[src/rtl/bank_gate_pkg.sv]
package bank_gate_pkg;

  parameter int CNT_W = 8;
  typedef logic [CNT_W-1:0] cnt_t;

  typedef enum logic [2:0] {
    CMD_NOP  = 3'd0,
    CMD_ACT  = 3'd1,
    CMD_RD   = 3'd2,
    CMD_WR   = 3'd3,
    CMD_PRE  = 3'd4,
    CMD_PREA = 3'd5,
    CMD_REF  = 3'd6,
    CMD_MRS  = 3'd7
  } cmd_e;

  localparam int NCMD = 8;

  // one step of a countdown that rests at zero
  function automatic cnt_t cnt_dec(input cnt_t c);
    return (c == '0) ? '0 : c - cnt_t'(1);
  endfunction

  function automatic cnt_t cnt_max(input cnt_t a, input cnt_t b);
    return (a > b) ? a : b;
  endfunction

  // make the command wait req cycles from now, keeping any longer wait
  function automatic cnt_t cnt_load(input cnt_t c, input cnt_t req);
    cnt_t r;
    r = (req == '0) ? '0 : req - cnt_t'(1);
    return cnt_max(cnt_dec(c), r);
  endfunction

  // clocks a burst occupies: data on both edges
  function automatic cnt_t burst_half(input logic [1:0] bl);
    case (bl)
      2'd2:    return cnt_t'(2);
      2'd3:    return cnt_t'(4);
      default: return cnt_t'(1);
    endcase
  endfunction

endpackage

[src/rtl/bank_state.sv]
module bank_state
  import bank_gate_pkg::*;
#(
  parameter int TRC    = 15,
  parameter int TRAS   = 10,
  parameter int TRP    = 5,
  parameter int TRCDRD = 5,
  parameter int TRCDWR = 3,
  parameter int TWR    = 3,
  parameter int TDAL   = 8,
  parameter int TRFC   = 17
) (
  input  logic       clk,
  input  logic       rst_n,
  input  logic       hit_i,
  input  logic       issue_i,
  input  logic [2:0] cmd_i,
  input  logic       ap_i,
  input  cnt_t       half_i,
  output logic       open_o,
  output logic       act_rdy_o,
  output logic       rd_rdy_o,
  output logic       wr_rdy_o,
  output logic       pre_rdy_o
);

  cmd_e cmd;
  assign cmd = cmd_e'(cmd_i);

  logic open_q;
  cnt_t rd_c, wr_c, pre_c, act_c;

  // named events for the assertions
  logic act_evt, rd_evt, wr_evt, pre_evt, ref_evt, ap_close;
  cnt_t rd_ap_wait;

  assign act_evt    = hit_i && (cmd == CMD_ACT);
  assign rd_evt     = hit_i && (cmd == CMD_RD);
  assign wr_evt     = hit_i && (cmd == CMD_WR);
  assign pre_evt    = open_q && ((hit_i && (cmd == CMD_PRE)) ||
                                 (issue_i && (cmd == CMD_PREA)));
  assign ref_evt    = issue_i && (cmd == CMD_REF);
  assign ap_close   = (rd_evt || wr_evt) && ap_i;
  assign rd_ap_wait = cnt_max(pre_c, half_i) + cnt_t'(TRP);

  always_ff @(posedge clk) begin
    if (!rst_n) begin
      open_q <= 1'b0;
      rd_c   <= '0;
      wr_c   <= '0;
      pre_c  <= '0;
      act_c  <= '0;
    end else begin
      rd_c <= act_evt ? cnt_load(rd_c, cnt_t'(TRCDRD)) : cnt_dec(rd_c);
      wr_c <= act_evt ? cnt_load(wr_c, cnt_t'(TRCDWR)) : cnt_dec(wr_c);

      if (act_evt)     pre_c <= cnt_load(pre_c, cnt_t'(TRAS));
      else if (wr_evt) pre_c <= cnt_load(pre_c, half_i + cnt_t'(TWR));
      else             pre_c <= cnt_dec(pre_c);

      if (act_evt)                act_c <= cnt_load(act_c, cnt_t'(TRC));
      else if (pre_evt)           act_c <= cnt_load(act_c, cnt_t'(TRP));
      else if (ref_evt)           act_c <= cnt_load(act_c, cnt_t'(TRFC));
      else if (wr_evt && ap_i)    act_c <= cnt_load(act_c, half_i + cnt_t'(TDAL));
      else if (rd_evt && ap_i)    act_c <= cnt_load(act_c, rd_ap_wait);
      else                        act_c <= cnt_dec(act_c);

      if (act_evt)                    open_q <= 1'b1;
      else if (pre_evt || ap_close)   open_q <= 1'b0;
    end
  end

  assign open_o    = open_q;
  assign act_rdy_o = (act_c == '0);
  assign rd_rdy_o  = (rd_c == '0);
  assign wr_rdy_o  = (wr_c == '0);
  assign pre_rdy_o = (pre_c == '0);

  AST_ACT_OPENS: assert property (@(posedge clk) disable iff (!rst_n)
    act_evt |=> open_o);
  AST_RCD_RD_HOLD: assert property (@(posedge clk) disable iff (!rst_n)
    ((TRCDRD > 1) && act_evt) |=> !rd_rdy_o);
  AST_AP_CLOSES: assert property (@(posedge clk) disable iff (!rst_n)
    ap_close |=> !open_o);
  AST_ACT_SAT: assert property (@(posedge clk) disable iff (!rst_n)
    (act_rdy_o && !(act_evt || pre_evt || ref_evt || ap_close)) |=> act_rdy_o);

endmodule

[src/rtl/shared_timers.sv]
module shared_timers
  import bank_gate_pkg::*;
#(
  parameter int TRRD  = 3,
  parameter int TCCD  = 1,
  parameter int TCDLR = 3,
  parameter int TMRD  = 2
) (
  input  logic       clk,
  input  logic       rst_n,
  input  logic       issue_i,
  input  logic [2:0] cmd_i,
  input  cnt_t       half_i,
  output logic       rrd_rdy_o,
  output logic       ccd_rdy_o,
  output logic       wtr_rdy_o,
  output logic       mrd_rdy_o,
  output logic       wr_burst_o
);

  cmd_e cmd;
  assign cmd = cmd_e'(cmd_i);

  logic act_evt, col_evt, wr_evt, mrs_evt;
  cnt_t rrd_c, ccd_c, wtr_c, mrd_c;

  assign act_evt = issue_i && (cmd == CMD_ACT);
  assign wr_evt  = issue_i && (cmd == CMD_WR);
  assign col_evt = issue_i && ((cmd == CMD_RD) || (cmd == CMD_WR));
  assign mrs_evt = issue_i && (cmd == CMD_MRS);

  always_ff @(posedge clk) begin
    if (!rst_n) begin
      rrd_c <= '0;
      ccd_c <= '0;
      wtr_c <= '0;
      mrd_c <= '0;
    end else begin
      rrd_c <= act_evt ? cnt_load(rrd_c, cnt_t'(TRRD)) : cnt_dec(rrd_c);
      ccd_c <= col_evt ? cnt_load(ccd_c, cnt_t'(TCCD)) : cnt_dec(ccd_c);
      wtr_c <= wr_evt  ? cnt_load(wtr_c, half_i + cnt_t'(TCDLR)) : cnt_dec(wtr_c);
      mrd_c <= mrs_evt ? cnt_load(mrd_c, cnt_t'(TMRD)) : cnt_dec(mrd_c);
    end
  end

  assign rrd_rdy_o  = (rrd_c == '0);
  assign ccd_rdy_o  = (ccd_c == '0);
  assign wtr_rdy_o  = (wtr_c == '0);
  assign mrd_rdy_o  = (mrd_c == '0);
  // data still on the bus while more than the turnaround remains
  assign wr_burst_o = (wtr_c >= cnt_t'(TCDLR));

  AST_MRD_HOLD: assert property (@(posedge clk) disable iff (!rst_n)
    ((TMRD > 1) && mrs_evt) |=> !mrd_rdy_o);
  AST_CCD_HOLD: assert property (@(posedge clk) disable iff (!rst_n)
    ((TCCD > 1) && col_evt) |=> !ccd_rdy_o);

endmodule

[src/rtl/bank_timing_gate.sv]
module bank_timing_gate
  import bank_gate_pkg::*;
#(
  parameter int NBANK  = 4,
  parameter int TRC    = 15,
  parameter int TRAS   = 10,
  parameter int TRP    = 5,
  parameter int TRRD   = 3,
  parameter int TRFC   = 17,
  parameter int TRCDRD = 5,
  parameter int TRCDWR = 3,
  parameter int TWR    = 3,
  parameter int TCDLR  = 3,
  parameter int TDAL   = 8,
  parameter int TCCD   = 1,
  parameter int TMRD   = 2,
  localparam int BA_W  = (NBANK > 1) ? $clog2(NBANK) : 1
) (
  input  logic             clk,
  input  logic             rst_n,
  input  logic [2:0]       cmd_i,
  input  logic [BA_W-1:0]  bank_i,
  input  logic [1:0]       bl_i,
  input  logic             ap_i,
  input  logic             issue_i,
  output logic [NCMD-1:0]  allow_vec_o,
  output logic             allow_o,
  output logic             viol_o,
  output logic [NBANK-1:0] bank_open_o
);

  cnt_t half;
  assign half = burst_half(bl_i);

  logic [NBANK-1:0] hit, open_v, act_r, rd_r, wr_r, pre_r;
  logic rrd_rdy, ccd_rdy, wtr_rdy, mrd_rdy, wr_burst;

  for (genvar g = 0; g < NBANK; g++) begin : g_bank
    assign hit[g] = issue_i && (bank_i == BA_W'(g));
    bank_state #(
      .TRC(TRC), .TRAS(TRAS), .TRP(TRP), .TRCDRD(TRCDRD),
      .TRCDWR(TRCDWR), .TWR(TWR), .TDAL(TDAL), .TRFC(TRFC)
    ) u_bank (
      .clk(clk), .rst_n(rst_n), .hit_i(hit[g]), .issue_i(issue_i),
      .cmd_i(cmd_i), .ap_i(ap_i), .half_i(half),
      .open_o(open_v[g]), .act_rdy_o(act_r[g]), .rd_rdy_o(rd_r[g]),
      .wr_rdy_o(wr_r[g]), .pre_rdy_o(pre_r[g])
    );
  end

  shared_timers #(
    .TRRD(TRRD), .TCCD(TCCD), .TCDLR(TCDLR), .TMRD(TMRD)
  ) u_shared (
    .clk(clk), .rst_n(rst_n), .issue_i(issue_i), .cmd_i(cmd_i),
    .half_i(half), .rrd_rdy_o(rrd_rdy), .ccd_rdy_o(ccd_rdy),
    .wtr_rdy_o(wtr_rdy), .mrd_rdy_o(mrd_rdy), .wr_burst_o(wr_burst)
  );

  logic all_quiet, prea_ok, cur_open;
  assign cur_open  = open_v[bank_i];
  assign all_quiet = (open_v == '0) && (&act_r);
  assign prea_ok   = &(~open_v | pre_r);

  always_comb begin
    allow_vec_o           = '0;
    allow_vec_o[CMD_NOP]  = 1'b1;
    allow_vec_o[CMD_ACT]  = !cur_open && act_r[bank_i] && rrd_rdy;
    allow_vec_o[CMD_RD]   = cur_open && rd_r[bank_i] && ccd_rdy && wtr_rdy;
    allow_vec_o[CMD_WR]   = cur_open && wr_r[bank_i] && ccd_rdy;
    allow_vec_o[CMD_PRE]  = !cur_open || pre_r[bank_i];
    allow_vec_o[CMD_PREA] = prea_ok;
    allow_vec_o[CMD_REF]  = all_quiet;
    allow_vec_o[CMD_MRS]  = all_quiet;
    if (!mrd_rdy) allow_vec_o[NCMD-1:1] = '0;
  end

  assign allow_o     = allow_vec_o[cmd_i];
  assign viol_o      = issue_i && !allow_o;
  assign bank_open_o = open_v;

  AST_MRD_QUIET: assert property (@(posedge clk) disable iff (!rst_n)
    ((TMRD > 1) && issue_i && (cmd_i == CMD_MRS)) |=> (allow_vec_o[NCMD-1:1] == '0));
  AST_WR_NO_RD: assert property (@(posedge clk) disable iff (!rst_n)
    wr_burst |-> !allow_vec_o[CMD_RD]);
  AST_REF_ALL_IDLE: assert property (@(posedge clk) disable iff (!rst_n)
    allow_vec_o[CMD_REF] |-> (bank_open_o == '0));
  AST_NOP_ALWAYS: assert property (@(posedge clk) disable iff (!rst_n)
    allow_vec_o[CMD_NOP]);

endmodule

[config.mk]
export PLATFORM = sky130hd
export DESIGN_NAME = bank_timing_gate
export DESIGN_NICKNAME = d
export VERILOG_FILES = /design/src/rtl/bank_gate_pkg.sv /design/src/rtl/bank_state.sv /design/src/rtl/shared_timers.sv /design/src/rtl/bank_timing_gate.sv
export SDC_FILE = /design/constraint.sdc
export NUM_CORES = 1
export LEC_CHECK = 0
export BUFFER_PORTS_ARGS = -buffer_cell sky130_fd_sc_hd__buf_4
export CAP_MARGIN = 20
export CORE_MARGIN = 1
export CORE_UTILIZATION = 60
export DETAILED_ROUTE_END_ITERATION = 6
export PLACE_DENSITY = 0.77
export SLEW_MARGIN = 20
export SYNTH_ARGS = -nofsm -noshare
export SYNTH_HDL_FRONTEND = slang
export SYNTH_SLANG_ARGS = --single-unit
[constraint.sdc]
create_clock -name clk -period 7.9 [get_ports clk]
set_clock_uncertainty 0.2 [all_clocks]
set_input_delay 1.58 -clock clk [delete_from_list [all_inputs] [get_ports clk]]
set_output_delay 1.58 -clock clk [all_outputs]
set_load 0.05 [all_outputs]
* Yosys cells after proc, flatten, opt, wreduce, memory -nomap -nowiden
Index checks and enable logic that the tools add are counted.
** Cells by class
- Add/subtract/negate cells :: 32
- Reductions and logical operators :: 101
- Mux-type cells :: 132
- Order comparisons :: 46
- Bitwise logic cells :: 2
- Equal/unequal tests :: 12
** Operators by type and width (number)
- two-way mux 8 bit :: 110
- zero test 8 bit :: 26
- subtractor 8 x 1 -> 8 bit (second input constant) :: 26
- > comparator 8 bit :: 13
- > comparator 8 x 3 -> 1 bit (second input constant) :: 8
- > comparator 8 x 4 -> 1 bit (second input constant) :: 8
- logical AND 1 bit :: 51
- > comparator 8 x 2 -> 1 bit (second input constant) :: 5
- adder 8 x 3 -> 8 bit (second input constant) :: 4
- > comparator 8 x 3 -> 1 bit :: 4
- > comparator 8 x 5 -> 1 bit (second input constant) :: 4
- > comparator 8 x 1 -> 1 bit (second input constant) :: 2
- logical OR 1 bit :: 14
- two-way mux 1 bit :: 14
- == test 3 bit (second input constant) :: 4
- binary-select mux 1 bit (select 2 bit) :: 5
- == test 2 bit (second input constant) :: 4
- AND reduction 4 bit :: 2
- nonzero test 2 bit :: 4
- two-way mux 7 bit :: 1
- == test 3 x 2 -> 1 bit (second input constant) :: 2
- case mux 3 bit (2 select lines) :: 1
- adder 3 x 4 -> 5 bit (second input constant) :: 1
- adder 3 x 2 -> 4 bit (second input constant) :: 1
- 10 further kinds :: 11
** Storage, ports and cells
- Register bits after elaboration :: 164
- Input port bits :: 11
- Output and inout bits :: 14

* Longest topological paths before layout
Gate-level depths: netlist (run 1).
- Depth in word-level cells :: 14
- Depth in mapped cells :: 30
- Mapped depth without buffers :: 29

* Hierarchy
From an unflattened synthesis (run 1), not the netlist that was laid out.
** Second synthesis, totals
- Cell total of the unflattened synthesis :: 2799
- Area total of the unflattened synthesis :: 20563.5 um^2
** By module, submodules not included
- bank_state :: area each 4461.8 um^2, cells an instance 614, sequential area each 660.6 um^2, times used 4
- shared_timers :: area each 2307.2 um^2, cells an instance 288, sequential area each 640.6 um^2, times used 1
- bank_timing_gate :: area each 409.1 um^2, cells an instance 55, sequential area each 0.0 um^2, times used 1

* Worst setup path after synthesis (run 1)
No wires, ideal clock.
- Path type :: input to register
- Start point :: input bl_i[0]
- End point :: register g_bank[2].u_bank.act_c[1]
- Slack :: 586 ps
- Required time :: 7642 ps
- Stages :: 24
- Arrival :: 7055 ps
- Path buffers :: 1
- Cell sequence :: nand2b_1 > clkbuf_1 > ha_1 > ha_1 > nor2b_1 > o21a_1 > o21ai_0 > and2_1 > mux2i_1 > inv_1 > ha_1 > a21oi_1 > xnor2_1 > or3b_2 > o22ai_1 > nand3_1 > mux2_2 > ha_1 > a21o_1 > a221oi_1 > o211ai_1 > a211o_1 > a41oi_1 > o21a_1
** Between the ends
- Cells in the longest elaborated chain, start to end :: 14
** Ends and longest elaborated chain
- start: declaration :: line bank_timing_gate.sv:23 : input logic [1:0] bl_i,
- == test 2 bit :: line bank_gate_pkg.sv:37 : case (bl)
- case mux 3 bit (2 select lines) * :: line bank_gate_pkg.sv:37
- > comparator 8 x 3 -> 1 bit :: line bank_gate_pkg.sv:25 : return (a > b) ? a : b;
- two-way mux 8 bit :: line bank_gate_pkg.sv:25
- adder 8 x 3 -> 8 bit :: line bank_state.sv:44 : assign rd_ap_wait = cnt_max(pre_c, half_i) + cnt_t'(TRP);
- subtractor 8 x 1 -> 8 bit / zero test 8 bit (equally long branches) :: line bank_gate_pkg.sv:31 : r = (req == '0) ? '0 : req - cnt_t'(1);
- two-way mux 8 bit :: line bank_gate_pkg.sv:31
- > comparator 8 bit :: line bank_gate_pkg.sv:25
- two-way mux 8 bit :: line bank_gate_pkg.sv:25
- two-way mux 8 bit :: line bank_state.sv:65 : else if (rd_evt && ap_i) act_c <= cnt_load(act_c, rd_ap_wait);
- two-way mux 8 bit * :: line bank_state.sv:64 : else if (wr_evt && ap_i) act_c <= cnt_load(act_c, half_i + cnt_t'(TDAL));
- two-way mux 8 bit * :: line bank_state.sv:63 : else if (ref_evt) act_c <= cnt_load(act_c, cnt_t'(TRFC));
- two-way mux 8 bit * :: line bank_state.sv:62 : else if (pre_evt) act_c <= cnt_load(act_c, cnt_t'(TRP));
- two-way mux 8 bit * :: line bank_state.sv:61 : if (act_evt) act_c <= cnt_load(act_c, cnt_t'(TRC));
- end signal: assignment :: line bank_state.sv:61
- end signal: assignment :: line bank_state.sv:62
- end signal: assignment :: line bank_state.sv:63
- end: declaration :: line bank_state.sv:31 : cnt_t rd_c, wr_c, pre_c, act_c;
Every way passes the cells marked *; elsewhere a longest branch is shown, timed or not.
A chain may end at the register's enable or synchronous reset.

* Worst setup path in the final report (run 1)
- Start point :: input bl_i[0]
- End point :: register g_bank[2].u_bank.act_c[2]
The elaborated chain is that of the path after synthesis.

==> qor.csv, run 1 <==
metric,value,unit
status,finished clean,
io_buffers,23,
fillCellCount,2006,
cts_inserted_buffers,17,
synthTopCellsByArea,"dfxtp_1 (23%), ha_1 (13%), nor2_1 (6.6%)",
antenna_left,0,
grt_first_pass_wirelength,63600,µm
drv_slew,0,
r2r_slack,1.94,ns
vias_per_cell,6.25,
min_from,g_bank[3].u_bank.rd_c[0]$_SDFF_PN0_,
path_clk_slew,0.07,ns
diodes,0,
track_usage,0.319,
r2r_start,g_bank[2].u_bank.pre_c[1]$_SDFF_PN0_,
max_cap_viol_count,0,
antenna_found_initial,1,
drt-pass1-iter-count,5,
required,8.03,ns
yosysWarnings,0,
chipHeight,157,µm
cts_tree,built,
synth_ff_type,dfxtp_1,
synth_top_cell_by_area,dfxtp_1,
grt_max_degree,73,
async_flop_share,0,
finalCriticalPeriod,7.17,ns
worstPathMaxFanout,8,
grt_remaining_overflow,0,
reg2reg_to,g_bank[2].u_bank.act_c[2]$_SDFF_PN0_,
regArea,3280,µm²
cp_num_cells,25,
post_cts_resized,0,
cp_slowest_cell,o211ai_1,
yosysTopAreaCellShare,0.227,
area_delta_synth_final,7.81,%
ys_seq_elements,164,
hold_end,g_bank[3].u_bank.rd_c[0]$_SDFF_PN0_,
synth_cells,1951,
cpMostUsedCell,ha_1,
layout-drive-gt1-share,0.0656,
finalCritPeriodShare,0.908,
cts-htree-levels,4,
first_global_vias,13300,
vias,14300,
hold_violations,0,
start_util,0.613,
clock.fmax,139,MHz
die_w,157,µm
syn-cell-area,14400,µm²
endpoint_kind,flop,
drc,0,
clockBufferDepth,2,
final.setup.tns,0,ns
synth_edf_count,0,
hpwl,29200,µm
cp-start-kind,primary input,
fin_nets,2119,
max_stage_delay,0.50,ns
reg2reg_depth,21,
post-cts-setup-buffers,0,
clock_latency,0.45,ns
syn_avg_cell_area,7.40,µm²
dieArea,24700,µm²
cts-root-buf,clkbuf_16,
worstMarginPinSlew,1.07,ns
drtIter0Drc,1142,
setup_viol,0,
hold_path_class,reg2reg,
place_congestion,0.947,
coreArea,23500,µm²
arrival,7.30,ns
ys_types,87,
rsz0062_at_grt,no,
holdBufCountCts,0,
rows,56,
slew_headroom,0.284,
startpoint,bl_i[0],
multiInputGateArea,10500,µm²
holdPathStages,1,
worstSetupPathType,in2reg,
drt-wirelength-per-cell,17.0,µm
ys_seq_area_frac,0.227,
cp_num_buf_inv,3,
cts.sinks,164,
crit_family,simple AND/OR/NAND/NOR gates,
io_pins,25,
routed_wl,38900,µm
==> flip-flops by register name (all words and copies together) (netlist names), 8 cells and up <==
name and flops:
u_shared.wtr_c 8, u_shared.ccd_c 8, g_bank.u_bank.pre_c 32, u_shared.mrd_c 8, u_shared.rrd_c 8, g_bank.u_bank.rd_c 32, g_bank.u_bank.wr_c 32, g_bank.u_bank.act_c 32
==> kinds of logic after synthesis <==
kind of cell | count (synthesis) | synth area share
and+or+nand+nor | 848 | 0.291
adders and majority gates | 154 | 0.133
AOI/OAI and AO/OA | 478 | 0.210
muxes | 47 | 0.0371
xor gates and xnor gates | 88 | 0.0534
other | 1 | 0.000260
buffers and inverters | 171 | 0.0469
DFF | 164 | 0.227
==> worst max path at each step <==
stage                                                       to  slack (ns)
final                     g_bank[2].u_bank.act_c[2]$_SDFF_PN0_        0.73
after global routing      g_bank[0].u_bank.act_c[0]$_SDFF_PN0_        0.25
after CTS                 g_bank[2].u_bank.act_c[1]$_SDFF_PN0_        0.82
after detailed placement  g_bank[2].u_bank.act_c[2]$_SDFF_PN0_        0.38
after global placement    g_bank[2].u_bank.act_c[1]$_SDFF_PN0_        0.53
after floorplan           g_bank[2].u_bank.act_c[1]$_SDFF_PN0_        0.59
==> metrics by stage <==
stage | hold slack [ns] | cell area (µm²) | util | setup WS, ns | cells
after global routing | 0.272 | 15600 | 0.661 | 0.249 | 2286
after detailed placement | 0.241 | 14900 | 0.633 | 0.380 | 2254
final | 0.251 | 15600 | 0.661 | 0.728 | 2286
after CTS | 0.254 | 15600 | 0.661 | 0.815 | 2286
after global placement | 0.230 | 14900 | 0.633 | 0.528 | 2254
after floorplan | 0.214 | 14500 | - | 0.586 | 1960
==> cell usage after synthesis (25+ instances only) <==
cell,count
and2_1,25
mux2i_1,31
inv_1,103
xnor2_1,57
or3_1,28
ha_1,154
nand2_1,173
nand2b_1,37
a21oi_1,137
clkbuf_1,50
nand3_1,76
a21o_1,33
xor2_1,31
nor2b_1,40
nor2_1,254
nor3_1,78
o21ai_0,127
dfxtp_1,164
==> area by class of cell <==
class                      count  share of cell area
multi-input combinational   1625               0.676
clock buffer                  17              0.0273
timing repair buffer          42              0.0203
clock inverter                15              0.0150
inverter                     104              0.0251
tap                          319              0.0256
sequential                   164               0.211
==> cells in the final DEF, fill, tap and decap left out, types with 23 or more instances in the layout <==
cell | synthesis | routed
dfxtp_1 | 164 | 164
xnor2_1 | 57 | 57
nor2_1 | 254 | 254
ha_1 | 154 | 154
nor3_1 | 78 | 78
a211oi_1 | 23 | 23
nand2b_1 | 37 | 37
nand3_1 | 76 | 76
or3_1 | 28 | 28
nor2b_1 | 40 | 40
nand2_1 | 173 | 173
a21o_1 | 33 | 33
buf_4 | 6 | 42
inv_1 | 103 | 103
and2_1 | 25 | 25
xor2_1 | 31 | 31
o21ai_0 | 127 | 127
a21oi_1 | 137 | 137
mux2i_1 | 31 | 31
==> metal layers <==
metal  part of all wire  track usage
met3              0.071       0.0474
met2               0.46        0.534
met1               0.44        0.415
met5                  0            0
met4              0.028        0.119
==> worst register-to-register path, stage by stage, from the launching register on <==
cell and delay, ns:
dfxtp_1 0.35, ha_1 0.32, nor2b_1 0.14, o21a_1 0.15, o21ai_0 0.19, and2_1 0.21, mux2i_1 0.43, inv_1 0.09
ha_1 0.19, a21oi_1 0.19, xnor2_1 0.14, or3b_2 0.46, o22ai_1 0.49, nand3_1 0.17, mux2_2 0.32, ha_1 0.28
and3_1 0.20, and4_1 0.22, o211ai_1 0.50, nand3b_1 0.13, and4_1 0.23, a221oi_1 0.27
Power of run 1 is not shown: default switching activity piles up to over one toggle a cycle in this logic, so the estimate is an artifact.
==> run 2: changes to the inputs <==
CORE_UTILIZATION = 59   (was 60)
PLACE_DENSITY = 0.78   (was 0.77)
clock period = 6.5 ns   (was 7.9 ns; I/O delays follow)
==> run 2 against run 1 <==
Via count increased by 2.0%. Critical path type unchanged. Global-route usage increased by 0.53 points. Routed wire length increased by 2.0%. Highest routed layer unchanged. Flip-flop and latch count unchanged. First-iteration DRC count decreased by 3.6%. Non-clock buffer count increased by 58. Setup slack got worse by 0.48 ns. Sequential share of layout area decreased by 0.68 points. Design area increased by 3.3%. Utilization increased by 1.6 points. Largest cell class unchanged. Worst hold slack improved by 0.0032 ns.
==> qor.csv, run 2 (same netlist as run 1, synthesis figures left out) <==
metric,value,unit
slew_headroom,0.270,
clock_latency,0.44,ns
hold_violations,0,
first_global_vias,13500,
vias_per_cell,6.21,
fin_nets,2177,
grt_remaining_overflow,0,
fillCellCount,1957,
final.setup.tns,0,ns
rsz0062_at_grt,yes,
endpoint_kind,flop,
io_pins,25,
diodes,0,
track_usage,0.325,
required,6.60,ns
cts-htree-levels,4,
grt_first_pass_wirelength,65000,µm
drc,0,
finalCritPeriodShare,0.962,
die_w,158,µm
drt-pass1-iter-count,5,
cts_tree,built,
worstSetupPathType,in2reg,
antenna_found_initial,0,
arrival,6.35,ns
hpwl,29600,µm
area_delta_synth_final,11.4,%
final_cell_mix,"nor2_1 (251), nand2_1 (173), dfxtp_1 (164)",
holdWs,0.254,ns
drv_slew,0,
routed_wl,39700,µm
path_clk_slew,0.07,ns
chipHeight,158,µm
cts-root-buf,clkbuf_16,
worstPathMaxFanout,8,
vias,14600,
max_cap_viol_count,0,
io_buffers,23,
clockBufferDepth,2,
cts.sinks,164,
hold_path_class,reg2reg,
drtIter0Drc,1101,
worstMarginPinSlew,1.08,ns
layout-drive-gt1-share,0.103,
final_common_cell,nor2_1,
dp.cells,2309,
place_congestion,0.945,
dpl_worst_slack,-0.213,ns
start_util,0.608,
grt_max_degree,60,
setup_viol,0,
status,finished clean,
rows,56,
clock.fmax,160,MHz
finalCriticalPeriod,6.25,ns
drt-wirelength-per-cell,16.9,µm
antenna_left,0,
r2r_slack,1.25,ns
coreArea,23800,µm²
holdBufCountCts,0,
fin_cells,2344,
finalWorstSetupSlack,0.249,ns
cts_inserted_buffers,17,
dieArea,25100,µm²
cp-start-kind,primary input,
==> run 2: critical path: stages <==
cell	delay, ns
buf_4	0.11
and2_1	0.22
inv_2	0.08
ha_4	0.21
buf_4	0.16
ha_1	0.30
nand3_1	0.12
o21a_1	0.20
o21ai_0	0.27
o31ai_2	0.13
ha_1	0.27
a21oi_2	0.22
xnor2_1	0.14
nand2b_1	0.21
nor2b_1	0.19
nand3_1	0.10
o21a_1	0.14
ha_1	0.30
a21o_1	0.19
a21oi_1	0.23
a21boi_0	0.21
o211ai_1	0.18
buf_4	0.22
a21o_1	0.17
a221oi_1	0.32
o21ai_0	0.15
==> run 2: per-stage QoR <==
step | cell area, µm² | util
after floorplan | 14500 | -
after global placement | 15400 | 0.647
after detailed placement | 15400 | 0.647
after CTS | 16000 | 0.673
after global routing | 16100 | 0.677
final | 16100 | 0.677
==> run 2: what timing repair did <==
| action | 4_1_cts | 5_1_grt |
|---|---|---|
| resized for setup | 0 | 19 |
| buffers inserted | 0 | 3 |
| setup endpoints to repair | 0 | 17 |
| hold endpoints to repair | 0 | 0 |
==> run 2: final timing paths <==
path | startpoint | cells past startpoint | endpoint
setup / recovery | bl_i[1] | 26 | g_bank[1].u_bank.act_c[0]$_SDFF_PN0_
setup reg to reg | g_bank[1].u_bank.pre_c[5]$_SDFF_PN0_ | 20 | g_bank[1].u_bank.act_c[0]$_SDFF_PN0_
hold / removal | u_shared.ccd_c[0]$_SDFF_PN0_ | 1 | u_shared.ccd_c[0]$_SDFF_PN0_
hold reg to reg | u_shared.ccd_c[0]$_SDFF_PN0_ | 1 | u_shared.ccd_c[0]$_SDFF_PN0_
==> run 2: cell type report <==
class                      instances  area [µm²]  share of cell area
clock inverter                    14         189              0.0117
clock buffer                      18         429              0.0267
timing repair buffer             100         751              0.0467
multi-input combinational       1625       10600               0.662
sequential                       164        3280               0.204
tap                              319         399              0.0248
inverter                         104         390              0.0243
==> run 2: layer usage <==
metal  global-route usage  up-vias  routed length (µm)
li1                     -     7134                   -
met1                0.411     6754               16800
met2                0.547      573               18400
met3               0.0533      100                3120
met4                0.130        0                1450
met5                    0        -                   0
Power of run 2 is left out for the same reason.
